<file path="config.mk">
export PLATFORM = sky130hd
export DESIGN_NAME = srst_cg_ctrl
export DESIGN_NICKNAME = d
export VERILOG_FILES = /design/src/rtl/srst_cg_pkg.sv /design/src/rtl/srst_cg_seq.sv /design/src/rtl/srst_cg_regs.sv /design/src/rtl/srst_cg_ctrl.sv
export SDC_FILE = /design/constraint.sdc
export NUM_CORES = 1
export LEC_CHECK = 0
export BUFFER_PORTS_ARGS = -buffer_cell sky130_fd_sc_hd__buf_2
export CORE_MARGIN = 10
export CORE_UTILIZATION = 41
export DETAILED_ROUTE_END_ITERATION = 10
export PLACE_DENSITY = 0.81
export SETUP_SLACK_MARGIN = 0.05
export SLEW_MARGIN = 30
export SYNTH_ARGS = -nofsm -noshare
export SYNTH_HDL_FRONTEND = slang
export SYNTH_HIERARCHICAL = 1
export SYNTH_SLANG_ARGS = --single-unit
</file>
<file path="constraint.sdc">
create_clock -name clk -period 1.43 [get_ports clk]
set_input_delay 0.3575 -clock clk [delete_from_list [all_inputs] [get_ports clk]]
set_output_delay 0.3575 -clock clk [all_outputs]
set_load 0.005 [all_outputs]
</file>
<file path="src/rtl/srst_cg_pkg.sv">
package srst_cg_pkg;
  localparam int CTRL_W   = 32;
  localparam int SOFT_BIT = 31;
  localparam int GATE_BIT = 30;
  localparam int STS_BIT  = 29;
  localparam int BUSY_BIT = 28;
  localparam int CFG_W    = 28;
  localparam logic [CTRL_W-1:0] SW_MASK = 32'hCFFF_FFFF;

  typedef struct packed {
    logic setGate;
    logic holdGate;
  } ctrlStrobes_t;

  typedef enum logic [1:0] {
    ST_RUN   = 2'd0,
    ST_PULSE = 2'd1,
    ST_HOLD  = 2'd2
  } seqState_t;
endpackage

</file>
<file path="src/rtl/srst_cg_seq.sv">
module srst_cg_seq
  import srst_cg_pkg::*;
#(
  parameter int RST_CYCLES = 16
) (
  input  logic         clk,
  input  logic         rstN,
  input  logic         softRst,
  output ctrlStrobes_t strobes,
  output logic         periphRst,
  output logic         busy
);
  localparam int CNT_W = $clog2(RST_CYCLES + 1);

  seqState_t stateQ;
  logic [CNT_W-1:0] cntQ;

  always_ff @(posedge clk) begin
    if (!rstN) begin
      stateQ <= ST_RUN;
      cntQ   <= '0;
    end else begin
      unique case (stateQ)
        ST_RUN: if (softRst) begin
          stateQ <= ST_PULSE;
          cntQ   <= CNT_W'(RST_CYCLES - 1);
        end
        ST_PULSE: if (cntQ == '0) stateQ <= ST_HOLD;
                  else cntQ <= cntQ - 1'b1;
        ST_HOLD: if (!softRst) stateQ <= ST_RUN;
        default: stateQ <= ST_RUN;
      endcase
    end
  end

  always_comb begin
    strobes.setGate  = (stateQ == ST_PULSE) && (cntQ == '0);
    strobes.holdGate = (stateQ == ST_HOLD);
    periphRst        = (stateQ != ST_RUN);
    busy             = (stateQ == ST_PULSE);
  end


  pulse_entry_chk: assert property (@(posedge clk) disable iff (!rstN)
    (stateQ == ST_RUN && softRst) |=> (stateQ == ST_PULSE));
endmodule

</file>
<file path="src/rtl/srst_cg_regs.sv">
module srst_cg_regs
  import srst_cg_pkg::*;
(
  input  logic              clk,
  input  logic              rstN,
  input  logic              wrPlain,
  input  logic              wrSet,
  input  logic              wrClr,
  input  logic [CTRL_W-1:0] wrData,
  input  ctrlStrobes_t      strobes,
  input  logic              busy,
  output logic [CTRL_W-1:0] rdData,
  output logic              softRst,
  output logic              gateOn,
  output logic              clkEn
);
  logic [CTRL_W-1:0] swQ, swNxt, maskedData;
  logic gatedQ;

  always_comb begin
    maskedData = wrData & SW_MASK;
    swNxt = swQ;
    if (wrPlain) swNxt = maskedData;
    if (wrSet)   swNxt = swNxt | maskedData;
    if (wrClr)   swNxt = swNxt & ~maskedData;
    if (strobes.setGate || strobes.holdGate) swNxt[GATE_BIT] = 1'b1;
  end

  always_ff @(posedge clk) begin
    if (!rstN) begin
      swQ    <= '0;
      gatedQ <= 1'b0;
    end else begin
      swQ    <= swNxt;
      gatedQ <= swQ[GATE_BIT];
    end
  end

  always_comb begin
    rdData           = swQ;
    rdData[STS_BIT]  = gatedQ;
    rdData[BUSY_BIT] = busy;
    softRst          = swQ[SOFT_BIT];
    gateOn           = swQ[GATE_BIT];
    clkEn            = !gatedQ;
  end


  set_cfg_chk: assert property (@(posedge clk) disable iff (!rstN)
    (wrSet && !wrClr) |=> ((swQ[CFG_W-1:0] & $past(wrData[CFG_W-1:0])) == $past(wrData[CFG_W-1:0])));

  clr_wins_chk: assert property (@(posedge clk) disable iff (!rstN)
    wrClr |=> ((swQ[CFG_W-1:0] & $past(wrData[CFG_W-1:0])) == '0));
endmodule

</file>
<file path="src/rtl/srst_cg_ctrl.sv">
module srst_cg_ctrl
  import srst_cg_pkg::*;
#(
  parameter int RST_CYCLES = 16
) (
  input  logic              clk,
  input  logic              rstN,
  input  logic              wrPlain,
  input  logic              wrSet,
  input  logic              wrClr,
  input  logic [CTRL_W-1:0] wrData,
  output logic [CTRL_W-1:0] rdData,
  output logic              periphRst,
  output logic              periphClkEn,
  output logic [CFG_W-1:0]  cfgOut
);
  ctrlStrobes_t strobes;
  logic softRst, gateOn, busy;

  srst_cg_seq #(.RST_CYCLES(RST_CYCLES)) u_seq (
    .clk(clk), .rstN(rstN), .softRst(softRst), .strobes(strobes),
    .periphRst(periphRst), .busy(busy)
  );

  srst_cg_regs u_regs (
    .clk(clk), .rstN(rstN), .wrPlain(wrPlain), .wrSet(wrSet), .wrClr(wrClr),
    .wrData(wrData), .strobes(strobes), .busy(busy), .rdData(rdData),
    .softRst(softRst), .gateOn(gateOn), .clkEn(periphClkEn)
  );

  assign cfgOut = rdData[CFG_W-1:0];


  gate_held_chk: assert property (@(posedge clk) disable iff (!rstN)
    (periphRst && !busy && softRst) |-> gateOn);

  rst_release_chk: assert property (@(posedge clk) disable iff (!rstN)
    (periphRst && !busy && !softRst) |=> !periphRst);

  clk_off_chk: assert property (@(posedge clk) disable iff (!rstN)
    $rose(gateOn) |=> !periphClkEn);
endmodule

</file>
After elaboration in Yosys (flattened, before gate mapping)
Cells that the tools add are included.
- flip-flop bits (word level): 40
- latch bits: 0
- bits in writable memories: 0
- bits in read-only memories: 0
- output and inout bits: 62
- word-level logic and storage cells: 34
- memories: 0
- add/sub/neg operators: 1
- multiply operators: 0
- divide/modulo/power cells: 0
- order comparisons: 0
- equality and inequality tests: 6
- shifts and indexed selects: 0
- multiplexer cells: 11
- bitwise operators: 3
- reductions and logical operators: 9
- operators with widths (kind ; number):
    two-way mux 32 bit ; 3
    AND 32 bit ; 1
    inverter 32 bit ; 1
    bitwise OR 32 bit ; 1
    two-way mux 5 bit ; 2
    case mux 5 bit (2 select lines) ; 1
    two-way mux 2 bit ; 3
    case mux 2 bit (3 select lines) ; 1
    AND reduction 3 bit ; 2
    logical NOT 5 bit ; 1
    subtractor 5 x 1 -> 5 bit, second input constant ; 1
    inequality test 2 x 1 -> 1 bit, second input constant ; 2
    inequality test 2 bit, second input constant ; 2
    nonzero test 2 bit ; 2
    equality test 2 x 1 -> 1 bit, second input constant ; 1
    equality test 2 bit, second input constant ; 1
    logical NOT 2 bit ; 1
    logical AND 1 bit ; 1
    logical NOT 1 bit ; 1
    logical OR 1 bit ; 1
    two-way mux 1 bit ; 1

Depth between registers and ports, before layout
Gate-level depths: netlist of the first run.
- depth after elaboration: 6
- depth in mapped cells: 6
- gate-level depth less buffers: 6

Modules after synthesis
Netlist of the first run, hierarchy kept.
- modules (own cells, without submodules) (module ; times used ; cells an instance ; area an instance (sq um)):
    srst_cg_regs ; 1 ; 171 ; 1428.9
    srst_cg_seq ; 1 ; 38 ; 346.6
    srst_cg_ctrl ; 1 ; 28 ; 210.2

Least setup slack after synthesis of the first run
Ideal clock, no wire load.
- path type: reg-to-reg
- start point: register u_seq.cntQ[0]
- end point: register u_seq.cntQ[1]
- setup time: 0.116 ns
- arrival time: 1.451 ns
- path slack: -0.137 ns
- stages on the path, launching flop included: 6
- period minus slack after synthesis: 1.567 ns
- cells stage by stage: dfxtp_1 inv_1 ha_1 or4b_4 a211o_1 and3_1
- cells in the longest elaborated chain, start to end: 3
- elaborated cells between the ends (all ways): 6
- RTL lines (item ; line ; RTL):
    from (decl) ; srst_cg_seq.sv:16 ; logic [CNT_W-1:0] cntQ;
    from (signal assigned) ; srst_cg_seq.sv:26 ; cntQ <= CNT_W'(RST_CYCLES - 1);
    from (signal assigned) ; srst_cg_seq.sv:29 ; else cntQ <= cntQ - 1'b1;
    subtractor 5 x 1 -> 5 bit / logical NOT 5 bit (equally long branches) ; srst_cg_seq.sv:29, srst_cg_seq.sv:28 ;
    two-way mux 5 bit / inequality test 2 bit (equally long branches) ; - ;
    case mux 5 bit (2 select lines) / AND reduction 3 bit (equally long branches) ; - ;
Several ways; a longest one is shown, not always the timed one. The select of a mux whose other input is x is not followed.
A chain may end at the register's enable or synchronous reset.

Worst setup path in the final report of the first run
- start point: register u_seq.cntQ[1]
- end point: register u_seq.cntQ[3]
Same word-level chain as after synthesis.

==> reports/qor.yml, run 1 <==
grt_pass1_vias: 1734
seqPwrFrac_pct: 49.5
synth_top_area_cell: "dfxtp_1"
vdd_drop_max_mv: 0.457
pre_cts_slack_ns: -0.103
rsz0062_at_grt: "yes"
power_density_mw_per_mm2: 961
synth-edff-count: 0
crit_buf_inv: 1
wl_per_cell_um: 12.8
synth_seq_cells: 38
synth_top_area_share_pct: 38.3
vias: 1753
synthFlopType: "dfxtp_1"
grt_usage_pct: 11.9
ant_nets: 0
crit_slowest_cell: "or4b_4"
vias_per_cell: 4.69
combPwrFrac_pct: 21.6
io_buffers: 96
nNetsFinal: 345
arrival_ns: 1.70
intPower_w: 0.00172
seq_area_frac_synth_pct: 38.3
synth_area_leaders: "dfxtp_1, mux2i_1, buf_4"
report.final.slew_viol_count: 0
cts_buffers: 5
violations: "setup timing"
place_area_mm2: 0.00231
grt_max_degree: 31
crit_path_end_kind: "register"
synth_warnings: 6
max_freq_mhz: 656
hold_buffers: 0
syn_avg_cell_area_um2: 8.38
syn_area_mm2: 0.00199
synthToLayoutAreaGrowth_pct: 22.6
setup_viol: 5
drive_gt1_share_pct: 41.4
switching_share_pct: 26.6
cp.required_ns: 1.60
hold_class: "input pin to register"
synth.most_common_cell: "dfxtp_1"
cap_violations: 0
outcome: "finished, violations left"
gp_congestion: 0.778
fin_skew_ns: 0.00408
yosys-top-cells-count: "dfxtp_1, buf_4, nand2_1, nor2_1, mux2i_1"
ys_types: 32
crit_chain: "inv_2 > ha_4 > or4b_4 > a21o_1 > o2111a_1"
tightest_slew_ns: 0.529
drt_iter0_markers: 40
core_area_mm2: 0.00472
hold_viol: 0
clkPwrFrac_pct: 28.9
remaining_drc_errors: 0
dp_hpwl_um: 3610
relSlewSlack_pct: 64.7
firstDrtPassIters: 4
period_share_pct: 107
rows: 25
path_max_fanout: 4
clock_path_buffers: 2
antenna_cells: 0
path_clk_slew_ns: 0.07
min_period_ns: 1.52
clock_sinks: 38
grt_overflow: 0
timing.hold.ws_ns: 0.331
p_sw_w: 0.000622
grt_pass1_wl_um: 7710
ios: 99
cp_top_family: "simple AND/OR/NAND/NOR gates"
die_w_um: 89.6
final_core_util_pct: 51.5
h-tree-depth: 2
die_h_um: 89.6
dieArea_mm2: 0.00803
routed_wl_um: 4800
clock_latency_ns: 0.28
start_util_pct: 42.0
cts_root_buf: "clkbuf_8"
p_leak_nw: 1.33
final_area_mm2: 0.00243
cts_tree: "done"
syn_inst: 237
layout_setup_ws_ns: -0.0942
finalPower_w: 0.00234
syn_nets: 275
antenna_found_initial: 0
critPathMaxStageDelay_ns: 0.46
synth-async-reset-ratio_pct: 0
startpoint_type: "register"
critPathKind: "register to register"
[cells in the final DEF (no fill, tap or decap), types with 2 or more instances in the layout]
cell	netlist	final
a21oi_1	29	29
and2_1	3	3
buf_2	5	96
buf_4	32	11
clkbuf_1	4	2
clkbuf_8	0	5
dfxtp_1	38	35
dfxtp_2	0	3
inv_2	0	3
mux2i_1	30	30
nand2_1	31	31
nand3_1	3	3
nor2_1	31	31
nor3_1	3	2
o211a_1	2	2
o21ai_1	1	2
or2_4	1	2
[kinds of logic after synthesis]
| group | after synthesis | share of synthesized area (%) |
|---|---|---|
| simple gates | 81 | 18.1 |
| fa+ha+maj | 1 | 0.630 |
| flops | 38 | 38.3 |
| compound gates | 39 | 11.3 |
| mux | 30 | 15.1 |
| buf+inv | 48 | 16.6 |
[stage by stage]
stage          setup TNS (ns)  std cells
2_1_floorplan          -0.139        237
3_3_place_gp           -0.237        364
3_5_place_dp           -0.338        364
4_1_cts                -0.404        373
5_1_grt                -0.768        374
6_report               -0.346        374
[tightest hold or removal path, stage by stage]
cell     delay, ns
buf_2         0.09
a21oi_1       0.05
nor2_1        0.07
[routing by layer]
metal / track usage (%) / vias up / part of all wire (%)
li1: - / 895 / -
met1: 13.6 / 794 / 43
met2: 20.3 / 62 / 47
met3: 4.87 / 2 / 10
met4: 2.60 / 0 / 0.37
met5: 0 / - / 0
[state kept, by name (all words and copies together), names as in the netlist]
name           cells
u_regs/swQ        30
u_seq/cntQ         5
u_seq/stateQ       2
u_regs/gatedQ      1
[power by group through the flow]
stage	clock network [W]	logic [W]	registers, W
2_1_floorplan	0	0.000321	0.00119
3_3_place_gp	0	0.000474	0.00118
3_5_place_dp	0	0.000488	0.00118
4_1_cts	0.000723	0.000500	0.00116
5_1_grt	0.000755	0.000573	0.00117
6_report	0.000676	0.000507	0.00116
[worst paths after layout]
kind,slack (ns),startpoint,depth (start not counted),end
max,-0.09,u_seq/cntQ[1],5,u_seq/cntQ[3]
min,0.33,wrData[0],3,u_regs/swQ[0]
max reg2reg,-0.09,u_seq/cntQ[1],5,u_seq/cntQ[3]
min reg2reg,0.48,u_regs/swQ[21],2,u_regs/swQ[21]
[timing repair]
action,4_1_cts,5_1_grt
endpoints found under the setup margin,9,8
resized for setup,4,5
setup buffers,2,1
pin swaps,2,4
[cell type report]
type	count	area [um^2]
flip-flops and latches	38	764
repair buffers	107	563
multi-input cells	151	932
well taps	67	83.8
fillers	462	2290
clock buffers	7	76.3
inverters	4	15.0
No activity file was read; power rests on OpenSTA's default activity.
==> inputs of run 2 (changes only) <==
- CORE_UTILIZATION: 41 -> 47
- CTS_BUF_LIST: not set -> sky130_fd_sc_hd__clkbuf_4 sky130_fd_sc_hd__clkbuf_8
- CTS_CLUSTER_DIAMETER: not set -> 50
- PLACE_DENSITY: 0.81 -> 0.87
- clock period: 1.43 -> 1.67 ns (I/O delays scaled with it)
==> run 2 against run 1 <==
Effect of this change: the flow now finishes without violations; global-route usage is 0.88 points higher; clock power is 11% lower; wire length is 2.9% higher; non-clock buffer count is 8 lower; fmax is 2.6% lower; sequential cell count stayed put; clock skew is 0.0017 ns lower.
==> reports/qor.yml, run 2 (synthesis gave the netlist of run 1 again) <==
outcome: "finished, final reports clean"
start_util_pct: 48.9  # +6.9 points
startpoint: "u_seq/cntQ[1]"
p_leak_nw: 1.30  # -2.4%
r2r-start: "u_seq/cntQ[1]"
num-fill-cells: 378  # -18%
cp.required_ns: 1.84  # +0.24 ns
routed_wl_um: 4940  # +2.9%
core_area_mm2: 0.00406  # -14%
nNetsFinal: 337  # -2.3%
finalPower_w: 0.00200  # -15%
rsz0062_at_grt: "no"
gp_congestion: 0.745  # -4.2%
hold_buffers: 0  # unchanged
cts_buffers: 5  # unchanged
cap_violations: 0  # unchanged
cts_root_buf: "clkbuf_8"
drt_iter0_markers: 64  # +60%
crit_chain: "inv_1 > ha_4 > or4b_4 > a211o_1 > and3_1"
antenna_found_initial: 0  # unchanged
vias: 1716  # -2.1%
top_register: "u_regs/swQ"
firstDrtPassIters: 4  # unchanged
grt_pass1_wl_um: 7910  # +2.6%
setup_viol: 0  # -5
period_share_pct: 93.7  # -13 points
cts_tree: "done"
grt_pass1_vias: 1756  # +1.3%
dieArea_mm2: 0.00723  # -10%
crit_slowest_cell: "or4b_4"
tightest_slew_ns: 0.526  # -0.00327 ns
critPathKind: "register to register"
max_freq_mhz: 639  # -2.6%
clock_latency_ns: 0.28  # about the same
critPathMaxStageDelay_ns: 0.47  # about the same
dp_hpwl_um: 3720  # +3.1%
wl_per_cell_um: 14.2  # +11%
relSlewSlack_pct: 65.0  # +0.22 points
ant_nets: 0  # unchanged
final_cell_mix: "buf_2, dfxtp_1, nand2_1, nor2_1, mux2i_1"
power_density_mw_per_mm2: 852  # -11%
synthToLayoutAreaGrowth_pct: 18.1
final_common_cell: "buf_2"
die_h_um: 85  # -5.1%
clock_path_buffers: 2  # unchanged
regArea_um2: 762  # -0.33%
reg_top3: "u_regs/swQ (30), u_seq/cntQ (5), u_seq/stateQ (2)"
final_core_util_pct: 57.8  # +6.3 points
io_buffers: 96  # unchanged
hold_viol: 0  # unchanged
startpoint_type: "register"
remaining_drc_errors: 0  # unchanged
grt_overflow: 0  # unchanged
whs_path_depth: 3  # unchanged
die_w_um: 85  # -5.1%
report.final.slew_viol_count: 0  # unchanged
grt_usage_pct: 12.8  # +0.88 points
antenna_cells: 0  # unchanged
arrival_ns: 1.74  # +0.04 ns
multi_input_area_um2: 908  # -2.6%
hold_class: "input pin to register"
fin_skew_ns: 0.00237  # -0.00171 ns
rows: 23  # -8.0%
clock_sinks: 38  # unchanged
largest_reg_flops: 30  # unchanged
crit_path_end_kind: "register"
setup_tns_ns: 0  # +0.346 ns
min_period_ns: 1.57  # +0.0412 ns
vias_per_cell: 4.93  # +5.2%
vdd_drop_max_mv: 0.517  # +13%
path_clk_slew_ns: 0.07  # about the same
ios: 99  # unchanged
h-tree-depth: 2  # unchanged
r2r_cells: 5  # unchanged
drive_gt1_share_pct: 38.3  # -3.1 points
grt_max_degree: 31  # unchanged
path_max_fanout: 4  # unchanged
min_from: "wrData[11]"
==> run 2: cell count changes in the layout (fill, tap and decap cells not counted), moves of 2 or more <==
cell      change
buf_4         -9
clkbuf_1      -2
dfxtp_1       +2
dfxtp_2       -2
inv_1         +2
inv_2         -2
==> run 2: cell type report <==
cell class	count	area share, %
Clock buffer	6	3.52
Inverter	4	0.640
Multi-Input combinational cell	151	38.7
Sequential cell	38	32.5
Tap cell	50	2.67
Timing Repair Buffer	99	22.0
==> run 2: worst max-delay path, delay by kind of cell (launching register included) <==
kind / cells / cell delay, ns
and+or+nand+nor: 2 / 0.64
DFF: 1 / 0.32
AOI/OAI and AO/OA: 1 / 0.27
adders and majority gates: 1 / 0.15
buffers and inverters: 1 / 0.09
==> run 2: repair_timing <==
item                       4_1_cts  5_1_grt
cloned                           0        0
buffers inserted                 1        0
setup endpoints to repair        3        4
pin swaps                        1        3
resized for setup                2        2
==> run 2: worst paths after layout <==
path | end | slack [ns]
max | u_seq/cntQ[1] | 0.10
min | u_regs/swQ[11] | 0.39
max reg2reg | u_seq/cntQ[1] | 0.10
min reg2reg | u_seq/cntQ[4] | 0.47
==> run 2: stage by stage <==
| step | hold WS, ns | cells | cell area (um^2) | worst slack, ns |
|---|---|---|---|---|
| 2_1_floorplan | 0.428 | 237 | 1990 | 0.103 |
| 3_3_place_gp | 0.445 | 341 | 2240 | 0.0588 |
| 3_5_place_dp | 0.452 | 341 | 2240 | 0.0267 |
| 4_1_cts | 0.381 | 348 | 2340 | 0.0512 |
| 5_1_grt | 0.396 | 348 | 2350 | 0.0426 |
| 6_report | 0.391 | 348 | 2350 | 0.105 |
==> run 2: power by group <==
group	leakage (nW)	internal, W	switching, W
logic	0.941	0.000202	0.000198
registers	0.312	0.000958	0.0000364
clock network	0.0431	0.000318	0.000287
==> run 2: metal layers <==
| metal | routed length (um) | global-route usage (%) |
|---|---|---|
| met2 | 2530 | 23.8 |
| met3 | 407 | 4.40 |
| met4 | 65 | 5.09 |
| met5 | 0 | 0 |
| met1 | 1940 | 12.5 |
